$ cat config.mk
export PLATFORM = sky130hd
export DESIGN_NAME = spi_crc_engine
export DESIGN_NICKNAME = d
export VERILOG_FILES = /design/src/rtl/crc_pkg.sv /design/src/rtl/crc_bit_step.sv /design/src/rtl/crc_status.sv /design/src/rtl/spi_crc_engine.sv
export SDC_FILE = /design/constraint.sdc
export NUM_CORES = 1
export LEC_CHECK = 0
export ABC_CLOCK_PERIOD_IN_PS = 3000
export BUFFER_PORTS_ARGS = -buffer_cell sky130_fd_sc_hd__buf_2
export CORE_MARGIN = 2
export CORE_UTILIZATION = 45
export DETAILED_ROUTE_END_ITERATION = 12
export MAX_ROUTING_LAYER = met4
export PLACE_DENSITY = 0.77
export RECOVER_POWER = 50
export SLEW_MARGIN = 15
export SYNTH_ARGS = -nofsm -noshare
export SYNTH_HDL_FRONTEND = slang
export SYNTH_SLANG_ARGS = --single-unit
$ cat constraint.sdc
create_clock -name clk -period 3 [get_ports clk]
set_input_delay 0.15 -clock clk [delete_from_list [all_inputs] [get_ports clk]]
set_output_delay 0.15 -clock clk [all_outputs]
set_load 0.03 [all_outputs]
$ cat src/rtl/crc_pkg.sv
package crc_pkg;

   typedef enum logic [1:0] {
      CRC_M_CCITT16 = 2'b00,
      CRC_M_SHORT7  = 2'b01,
      CRC_M_ALT16   = 2'b10,
      CRC_M_RSVD16  = 2'b11
   } crc_mode_e;

   localparam int unsigned CRC_NUM_MODES = 4;

   function automatic logic mode_is_short(input logic [1:0] m);
      return crc_mode_e'(m) == CRC_M_SHORT7;
   endfunction

endpackage

$ cat src/rtl/crc_bit_step.sv
module crc_bit_step #(
   parameter int unsigned REG_W = 16,
   parameter int unsigned WIDTH = 16,
   parameter logic [REG_W-1:0] POLY = 16'h1021
) (
   input  logic [REG_W-1:0] cur,
   input  logic             din,
   output logic [REG_W-1:0] nxt
);
   localparam int unsigned TOP = WIDTH - 1;

   if (WIDTH < 2 || WIDTH > REG_W) begin : g_bad_width
      $error("crc_bit_step: WIDTH out of range");
   end

   logic             fb;
   logic [WIDTH-1:0] shifted;

   always_comb begin
      fb      = din ^ cur[TOP];
      shifted = {cur[TOP-1:0], 1'b0} ^ ({WIDTH{fb}} & POLY[WIDTH-1:0]);
   end

   if (WIDTH == REG_W) begin : g_full
      assign nxt = shifted;
   end else begin : g_part
      assign nxt = {cur[REG_W-1:WIDTH], shifted};
   end
endmodule

$ cat src/rtl/crc_status.sv
module crc_status #(
   parameter int unsigned REG_W   = 16,
   parameter int unsigned SHORT_W = 7
) (
   input  logic [REG_W-1:0] cur,
   input  logic             short_sel,
   output logic             nonzero,
   output logic             not_ones
);
   if (SHORT_W < 2 || SHORT_W >= REG_W) begin : g_bad_short
      $error("crc_status: SHORT_W out of range");
   end

   logic [SHORT_W-1:0] low;
   assign low = cur[SHORT_W-1:0];

   always_comb begin
      if (short_sel) begin
         nonzero  = |low;
         not_ones = ~&low;
      end else begin
         nonzero  = |cur;
         not_ones = ~&cur;
      end
   end
endmodule

$ cat src/rtl/spi_crc_engine.sv
module spi_crc_engine #(
   parameter int unsigned REG_W   = 16,
   parameter int unsigned SHORT_W = 7,
   parameter logic [REG_W-1:0] POLY_M0 = 16'h1021,
   parameter logic [REG_W-1:0] POLY_M1 = 16'h0009,
   parameter logic [REG_W-1:0] POLY_M2 = 16'h8005,
   parameter logic [REG_W-1:0] POLY_M3 = 16'h0001
) (
   input  logic             clk,
   input  logic             rst_n,
   input  logic [1:0]       mode,
   input  logic             crc_en,
   input  logic             crc_clr,
   input  logic             full_duplex,
   input  logic             rx_sel,
   input  logic             shift_vld,
   input  logic             tx_bit,
   input  logic             rx_bit,
   input  logic             wr_en,
   input  logic [REG_W-1:0] wr_data,
   output logic [REG_W-1:0] crc_value,
   output logic             crc_nonzero,
   output logic             crc_not_ones
);
   import crc_pkg::*;

   localparam logic [REG_W-1:0] ALL_ONES = {REG_W{1'b1}};

   if (REG_W < 8) begin : g_bad_reg
      $error("spi_crc_engine: REG_W too small");
   end

   logic [REG_W-1:0] crc_q;
   logic [REG_W-1:0] crc_d;
   logic             data_bit;
   logic             upd;
   logic [REG_W-1:0] step_res [CRC_NUM_MODES];

   // stream select: rx path only reachable in full duplex
   assign data_bit = (full_duplex && rx_sel) ? rx_bit : tx_bit;
   assign upd      = crc_en && shift_vld;

   for (genvar g = 0; g < CRC_NUM_MODES; g++) begin : g_mode
      localparam logic [REG_W-1:0] P =
         (g == 0) ? POLY_M0 : (g == 1) ? POLY_M1 : (g == 2) ? POLY_M2 : POLY_M3;
      localparam int unsigned W = (g == 1) ? SHORT_W : REG_W;
      crc_bit_step #(.REG_W(REG_W), .WIDTH(W), .POLY(P)) u_step (
         .cur (crc_q),
         .din (data_bit),
         .nxt (step_res[g])
      );
   end

   always_comb begin
      crc_d = crc_q;
      if (crc_clr)    crc_d = ALL_ONES;
      else if (wr_en) crc_d = wr_data;
      else if (upd)   crc_d = step_res[mode];
   end

   always_ff @(posedge clk) begin
      if (!rst_n) crc_q <= ALL_ONES;
      else        crc_q <= crc_d;
   end

   assign crc_value = crc_q;

   crc_status #(.REG_W(REG_W), .SHORT_W(SHORT_W)) u_status (
      .cur       (crc_q),
      .short_sel (mode_is_short(mode)),
      .nonzero   (crc_nonzero),
      .not_ones  (crc_not_ones)
   );

   AST_CLEAR_LOADS_ONES: assert property (@(posedge clk) disable iff (!rst_n)
      crc_clr |=> crc_value == ALL_ONES);
   AST_WRITE_LOADS: assert property (@(posedge clk) disable iff (!rst_n)
      (!crc_clr && wr_en) |=> crc_value == $past(wr_data));
   AST_IDLE_HOLDS: assert property (@(posedge clk) disable iff (!rst_n)
      (!crc_clr && !wr_en && !(crc_en && shift_vld)) |=> $stable(crc_value));
   AST_SHORT_UPPER_KEPT: assert property (@(posedge clk) disable iff (!rst_n)
      (!crc_clr && !wr_en && mode == 2'b01)
      |=> crc_value[REG_W-1:SHORT_W] == $past(crc_value[REG_W-1:SHORT_W]));
endmodule

Word level (Yosys, flattened, before mapping). Index checks and enable logic that the tools add are counted.

Logic and storage cells: 29. Output and inout bits: 18. Input port bits: 28. Bits in registers: 16.

Muxes and demuxes: 8. $lt $le $gt $ge: 1. Bitwise logic cells: 8. Reduce and logical (&&, ||, !) cells: 10. Equal/unequal tests: 1.

Operators with widths (count): two-way mux 16 bit (4); binary-select mux 16 bit (select 2 bit) (1); AND reduction 16 bit (1); OR reduction 16 bit (1); bitwise XOR 16 x 1 -> 16 bit (1); bitwise XOR 16 x 13 -> 16 bit (1); bitwise XOR 16 bit (1); AND reduction 7 bit (1); OR reduction 7 bit (1); bitwise XOR 7 x 4 -> 7 bit (1); >= comparator 3 bit (second input constant) (1); two-way mux 1 bit (3); inverter 2 -> 3 bit (1); == test 2 x 1 -> 1 bit (second input constant) (1); logical AND 1 bit (2); logical NOT 1 bit (2); nonzero test 2 bit (1); OR reduction 2 bit (1); bitwise XOR 1 bit (2); inverter 1 bit (1).

Longest topological paths before layout. Gate-level depths: netlist of the first run.

Depth after elaboration: 9. Gate-level depth with buffers: 6. Gate-level depth less buffers: 5.

Hierarchy. Synthesis of the first run repeated with hierarchy kept, for this count alone.

Cells, all modules: 215. Area, all modules: 1819.2 um^2.

Modules (own cells, without submodules): spi_crc_engine (sequential area each 320.3 um^2, cells each 133, area an instance 1143.6 um^2, instances 1); crc_bit_step (g_mode[0].u_step ...) (sequential area each 0.0 um^2, cells each 17, area an instance 161.4 um^2, instances 2); crc_bit_step (g_mode[1].u_step) (sequential area each 0.0 um^2, cells each 17, area an instance 145.1 um^2, instances 1); crc_bit_step (g_mode[3].u_step) (sequential area each 0.0 um^2, cells each 17, area an instance 128.9 um^2, instances 1); crc_status (sequential area each 0.0 um^2, cells each 14, area an instance 78.8 um^2, instances 1).

Least setup slack after synthesis of the first run. No wires, ideal clock.

Path kind: reg-to-output. Start point: register crc_q[11] (netlist: crc_value[11]). End point: output port crc_nonzero. Data required time: 2850 ps. Arrival time: 1477 ps. Cell stages (with the launch flop): 5. Slack: 1373 ps. Buffers on the path: 0. Path through: dfxtp_1 nor4_1 nand2_1 nor4_1 o21ai_0.

Longest elaborated chain between the ends: 2.

Ends and longest elaborated chain: start: declaration (line spi_crc_engine.sv:33) `logic [REG_W-1:0] crc_q;`; start signal: assignment (line spi_crc_engine.sv:63) `else crc_q <= crc_d;`; OR reduction 16 bit (line crc_status.sv:22) `nonzero = |cur;`; two-way mux 1 bit (line crc_status.sv:18) `if (short_sel) begin`; end: declaration (line spi_crc_engine.sv:22) `output logic crc_nonzero,`.

Every way passes these cells.

Worst setup path after layout of the first run.
Start point: register crc_q[4] (netlist: crc_value[4]). End point: output port crc_nonzero.

Longest elaborated chain between the ends: 2. Elaborated cells between the ends (all ways): 3. Those cells by class: mux (1); reduce/logical (2).

Ends and longest elaborated chain (line): OR reduction 16 bit or OR reduction 7 bit (tied branches) (crc_status.sv:22, crc_status.sv:19); two-way mux 1 bit * (crc_status.sv:18).

Mark *: on every way between the ends. The rest lies on a longest branch, timed or not.

==> results of run 1 <==
[cells by family (layout without fill, tap and decap cells)]
family | Yosys count | count (layout) | synth area share
xor gates and xnor gates | 3 | 3 | 0.02587
DFF | 16 | 16 | 0.3153
AOI/OAI and AO/OA | 30 | 30 | 0.2229
buffers and inverters | 8 | 51 | 0.07635
and+or+nand+nor | 64 | 64 | 0.3103
muxes | 5 | 5 | 0.04926
[routing by layer]
metal / up-vias / track usage / wire length (µm)
met5: - / - / 0
met4: 0 / 0.08333 / 12
met3: 2 / 0.02874 / 110
met2: 22 / 0.3077 / 1137
met1: 487 / 0.2721 / 1127
li1: 552 / - / -
[critical path, cell delays in order, from the launching register on]
cell     delay (ns)
dfxtp_1        0.36
or4_1          0.54
nor4_1         0.16
o21ai_0        0.13
buf_2          0.20
[metrics by stage]
| step | cell area [µm²] | instances | utilization | hold slack (ns) | total power, mW |
|---|---|---|---|---|---|
| global route | 1225 | 197 | 0.5646 | 0.06521 | 0.5366 |
| global placement | 1206 | 193 | 0.5559 | 0.3658 | 0.3672 |
| floorplan | 1016 | 126 | - | 0.2641 | 0.3326 |
| CTS | 1242 | 197 | 0.5727 | 0.06760 | 0.5139 |
| detailed placement | 1206 | 193 | 0.5559 | 0.3653 | 0.3691 |
| finish | 1225 | 197 | 0.5646 | 0.07464 | 0.5055 |
[area by class of cell]
class	instances	area (µm²)
Clock buffer	4	36.28
Tap cell	28	35.03
Fill cell	230	944.7
Sequential cell	16	320.3
Inverter	2	7.507
Timing Repair Buffer	45	207.7
Multi-Input combinational cell	102	618.1
[cell usage in the layout, fill, tap and decap left out, drive strengths merged, types with 3 or more instances in the layout]
master  synthesis  layout
nand2b          3       3
clkbuf          5      18
mux2i           5       5
nor2           17      17
buf             1      31
nor2b           3       3
nand2          23      23
nor4            3       3
a221oi          9       9
nor3            4       4
a21oi           5       5
o31ai           3       3
dfxtp          16      16
nand3           3       3
o21ai           6       6
[final timing paths]
check	end	from	cells after the start
max reg2reg	crc_value[2]	crc_value[15]	4
min	crc_value[0]	wr_data[0]	3
min reg2reg	crc_value[10]	crc_value[10]	2
max	crc_nonzero	crc_value[4]	4
[where the power goes]
part	switching [mW]	total (mW)	internal [mW]
sequential	0.0145	0.237	0.223
clock	0.0700	0.144	0.0738
combinational	0.0756	0.125	0.0490
total	0.160	0.506	0.345
==> impl_metrics.toml, run 1 <==
[final_layout]
nNetsFinal = 198
largest_reg_flops = 16
area_delta_synth_final_pct = 20.57
drive_above_1_share = 0.2485
diodes = 0

[synth]
synth.distinct_cells = 32
yosysSeqAreaShare = 0.3153
synthesis.area_um2 = 1016
yosysMostFrequentCell = "nand2_1"
synth_async_sr_flop_share = 0
synth_nets = 154
avgSynthCellArea_um2 = 8.063
synth_warnings = 0
yosys.area.top_type = "dfxtp_1"
synth_edf_count = 0
ys_seq_elements = 16
synth_top_flop_cell = "dfxtp_1"
syn_inst = 126
synth_area_leaders = "dfxtp_1, nand2_1, a221oi_1"
synth_commonest_cells = "nand2_1, nor2_1, dfxtp_1"
synth_top_area_share = 0.3153

[sta]
period_share = 0.6073
period_needed_ns = 1.822
maxSlewViolCount = 0
fmaxAchievable_mhz = 548.9
hold_viol = 0
fin_skew_ns = 0.005689
rsz0062_at_grt = "no"
setup_tns_ns = 0
fin_ws_ns = 1.178
finalSetupViolCount = 0
slew_headroom = 0.6008
tightest_slew_ns = 0.5966

[detailed_routing]
ant_nets = 0
via_per_inst = 5.396
drc_errors = 0
num_vias = 1063
wl_per_cell_um = 12.12
drt-total-wl_um = 2388
drt_iter0_markers = 23
firstDrtPassIters = 4

[die]
die_w_um = 51.52
ios = 46
start_util = 0.4683
die-area_um2 = 2654
rows = 17
core-area_um2 = 2170
die_y_um = 51.52

[worst_setup_path]
end_kind = "output port"
start_kind = "flop"
cp_max_fo = 6
worst-endpoint-arrival_ns = 1.67
worstPathRequired_ns = 2.85
regToRegSetupSlack_ns = 1.47
critPathKind = "reg2out"

[clock_tree]
hold_buffers = 0
cts_max_path_buffers = 2
post_cts_buffers = 0
clock-root-buffer = "clkbuf_4"
cts_buffers = 3
clkSinkCount = 16
cts_resized = 0
htree_levels = 1
cts_tree = "done"
clk_pin_slew_ns = 0.09
clock_latency_ns = 0.29

[global_routing]
track_usage = 0.2026
grt_max_degree = 25
grt_pass1_wl_um = 4008
grt_pass1_vias = 915
grt_antenna_before_repair = 0
grt-ovfl-total = 0

[flow_run]
maxCapViolCount = 0

[run_status]
outcome = "completed"

[placement]
hpwl_um = 1806
post-place-ws_ns = 1.343
io_buffer_count = 45
gp_congestion = 0.8001

[worst_hold_path]
hp-class = "in2reg"

[pwr]
p_per_area_nw_per_um2 = 412.7
ir_drop_mv = 0.2720
leakage_nw = 0.5065
No activity file was read; power rests on OpenSTA's default activity.
==> run 2, diff against run 1 <==
Settings changed: ABC_AREA from default to 1, ABC_CLOCK_PERIOD_IN_PS 3000 to 1600, CORE_UTILIZATION 45 to 42, PLACE_DENSITY 0.77 to 0.75.
Clock period 3 ns to 1.6 ns, I/O delays scaled along.
==> impl_metrics.toml, run 2 <==
[synth]
synth_edf_count = 0
ys_seq_elements = 16
yosysSeqAreaShare = 0.3099
yosys.area.top_type = "dfxtp_1"
synth_top_flop_cell = "dfxtp_1"
synth.distinct_cells = 31
synth_warnings = 0
avgSynthCellArea_um2 = 6.983
synth_async_sr_flop_share = 0
synthesis.area_um2 = 1033
synth_nets = 176
synth_area_leaders = "dfxtp_1, nand2_1, nand3_1"
synth_top_area_share = 0.3099
syn_inst = 148
synth_commonest_cells = "nand2_1, nand3_1, inv_1"
yosysMostFrequentCell = "nand2_1"

[die]
core-area_um2 = 2276
start_util = 0.4541
die_w_um = 53.61
die-area_um2 = 2874
ios = 46
die_y_um = 53.61
rows = 17

[pwr]
ir_drop_mv = 0.5407
p_per_area_nw_per_um2 = 762.4
leakage_nw = 0.6642

[clock_tree]
clk_pin_slew_ns = 0.10
htree_levels = 1
cts_buffers = 3
clkSinkCount = 16
clock_latency_ns = 0.29
clock-root-buffer = "clkbuf_4"
cts_tree = "done"
post_cts_buffers = 0
cts_max_path_buffers = 2

[sta]
hold_viol = 0
maxSlewViolCount = 0
period_share = 0.9514
slew_headroom = 0.3103
setup_tns_ns = 0
fin_skew_ns = 0.003906
tightest_slew_ns = 1.035
finalSetupViolCount = 0
fmaxAchievable_mhz = 656.9
rsz0062_at_grt = "no"
period_needed_ns = 1.522

[final_layout]
drive_above_1_share = 0.3179
final_cell_mix = "buf_2, nand2_1, nand3_1"
largest_reg_flops = 16
nNetsFinal = 224
area_delta_synth_final_pct = 27.12
diodes = 0
finalNonFillerCells = 223
final_common_cell = "buf_2"

[global_routing]
grt_antenna_before_repair = 0
grt_pass1_vias = 1085
track_usage = 0.2340
grt_max_degree = 19
grt_pass1_wl_um = 4719
grt-ovfl-total = 0

[placement]
gp_congestion = 0.9323
io_buffer_count = 45
hpwl_um = 2367
placedCellCount = 218

[worst_hold_path]
hp-class = "in2reg"

[detailed_routing]
drt_iter0_markers = 45
via_per_inst = 5.552
firstDrtPassIters = 4
num_vias = 1238
drc_errors = 0
drt-total-wl_um = 3014
ant_nets = 0
wl_per_cell_um = 13.52

[worst_setup_path]
worstPathRequired_ns = 1.52
critPathKind = "reg2out"
worst-endpoint-arrival_ns = 1.44
end_kind = "output port"
cp_max_fo = 6
start_kind = "flop"

[run_status]
outcome = "completed"

[flow_run]
maxCapViolCount = 0
[run 2: worst paths after layout]
| kind | endpoint | start | depth (start not counted) | slack [ns] |
|---|---|---|---|---|
| worst max register to register | crc_value[0] | crc_value[6] | 6 | 0.50 |
| worst max-delay path | crc_not_ones | crc_value[11] | 4 | 0.08 |
| worst min register to register | crc_value[9] | crc_value[9] | 2 | 0.53 |
| worst min-delay path | crc_value[8] | wr_data[8] | 3 | 0.005 |
[run 2: final cells by class]
class | instances | area, µm²
timing repair buffer | 46 | 225.2
inverter | 24 | 96.34
multi-input combinational | 105 | 598.1
sequential | 16 | 322.8
tap | 28 | 35.03
clock buffer | 4 | 36.28
fill | 236 | 962.2
[run 2: worst max-delay path, cell delays in order (launching register included)]
cell and delay (ns):
dfxtp_1 0.45, nand4_1 0.13, o31ai_1 0.24, nand3_1 0.12, buf_2 0.20
[run 2: power breakdown]
part / internal [mW] / switching, mW
clock: 0.139 / 0.138
sequential: 0.419 / 0.0247
combinational: 0.0953 / 0.185
[run 2: per-layer routing]
metal	GRT usage	vias up	routed length [µm]
met5	-	-	0
met4	0.05128	0	26
met3	0.05000	5	259
met2	0.3992	59	1492
met1	0.2828	572	1235
li1	-	602	-
[run 2: cell families (layout without fill, tap and decap cells)]
| group | Yosys count | after routing | synth area share |
|---|---|---|---|
| and+or+nand+nor | 79 | 79 | 0.3923 |
| buffers and inverters | 27 | 74 | 0.1138 |
| AOI/OAI and AO/OA | 26 | 26 | 0.1840 |
| DFF | 16 | 16 | 0.3099 |
[run 2: through the flow]
step | power (mW) | util | cell area (µm²) | setup WS [ns] | hold WS [ns]
CTS | 1.009 | 0.5794 | 1319 | 0.1032 | 0.004264
global placement | 0.7236 | 0.5591 | 1272 | 0.4365 | 0.2756
global route | 1.051 | 0.5772 | 1314 | 0.01986 | 0.01514
floorplan | 0.6400 | - | 1033 | 0.3415 | 0.1753
detailed placement | 0.7322 | 0.5591 | 1272 | 0.4035 | 0.2863
finish | 1.002 | 0.5772 | 1314 | 0.07780 | 0.005178
[run 2: timing repair]
item | CTS | global route
gates resized for setup | 0 | 4
setup endpoints to repair | 0 | 2
hold buffers | 1 | 0
hold endpoints to repair | 1 | 0
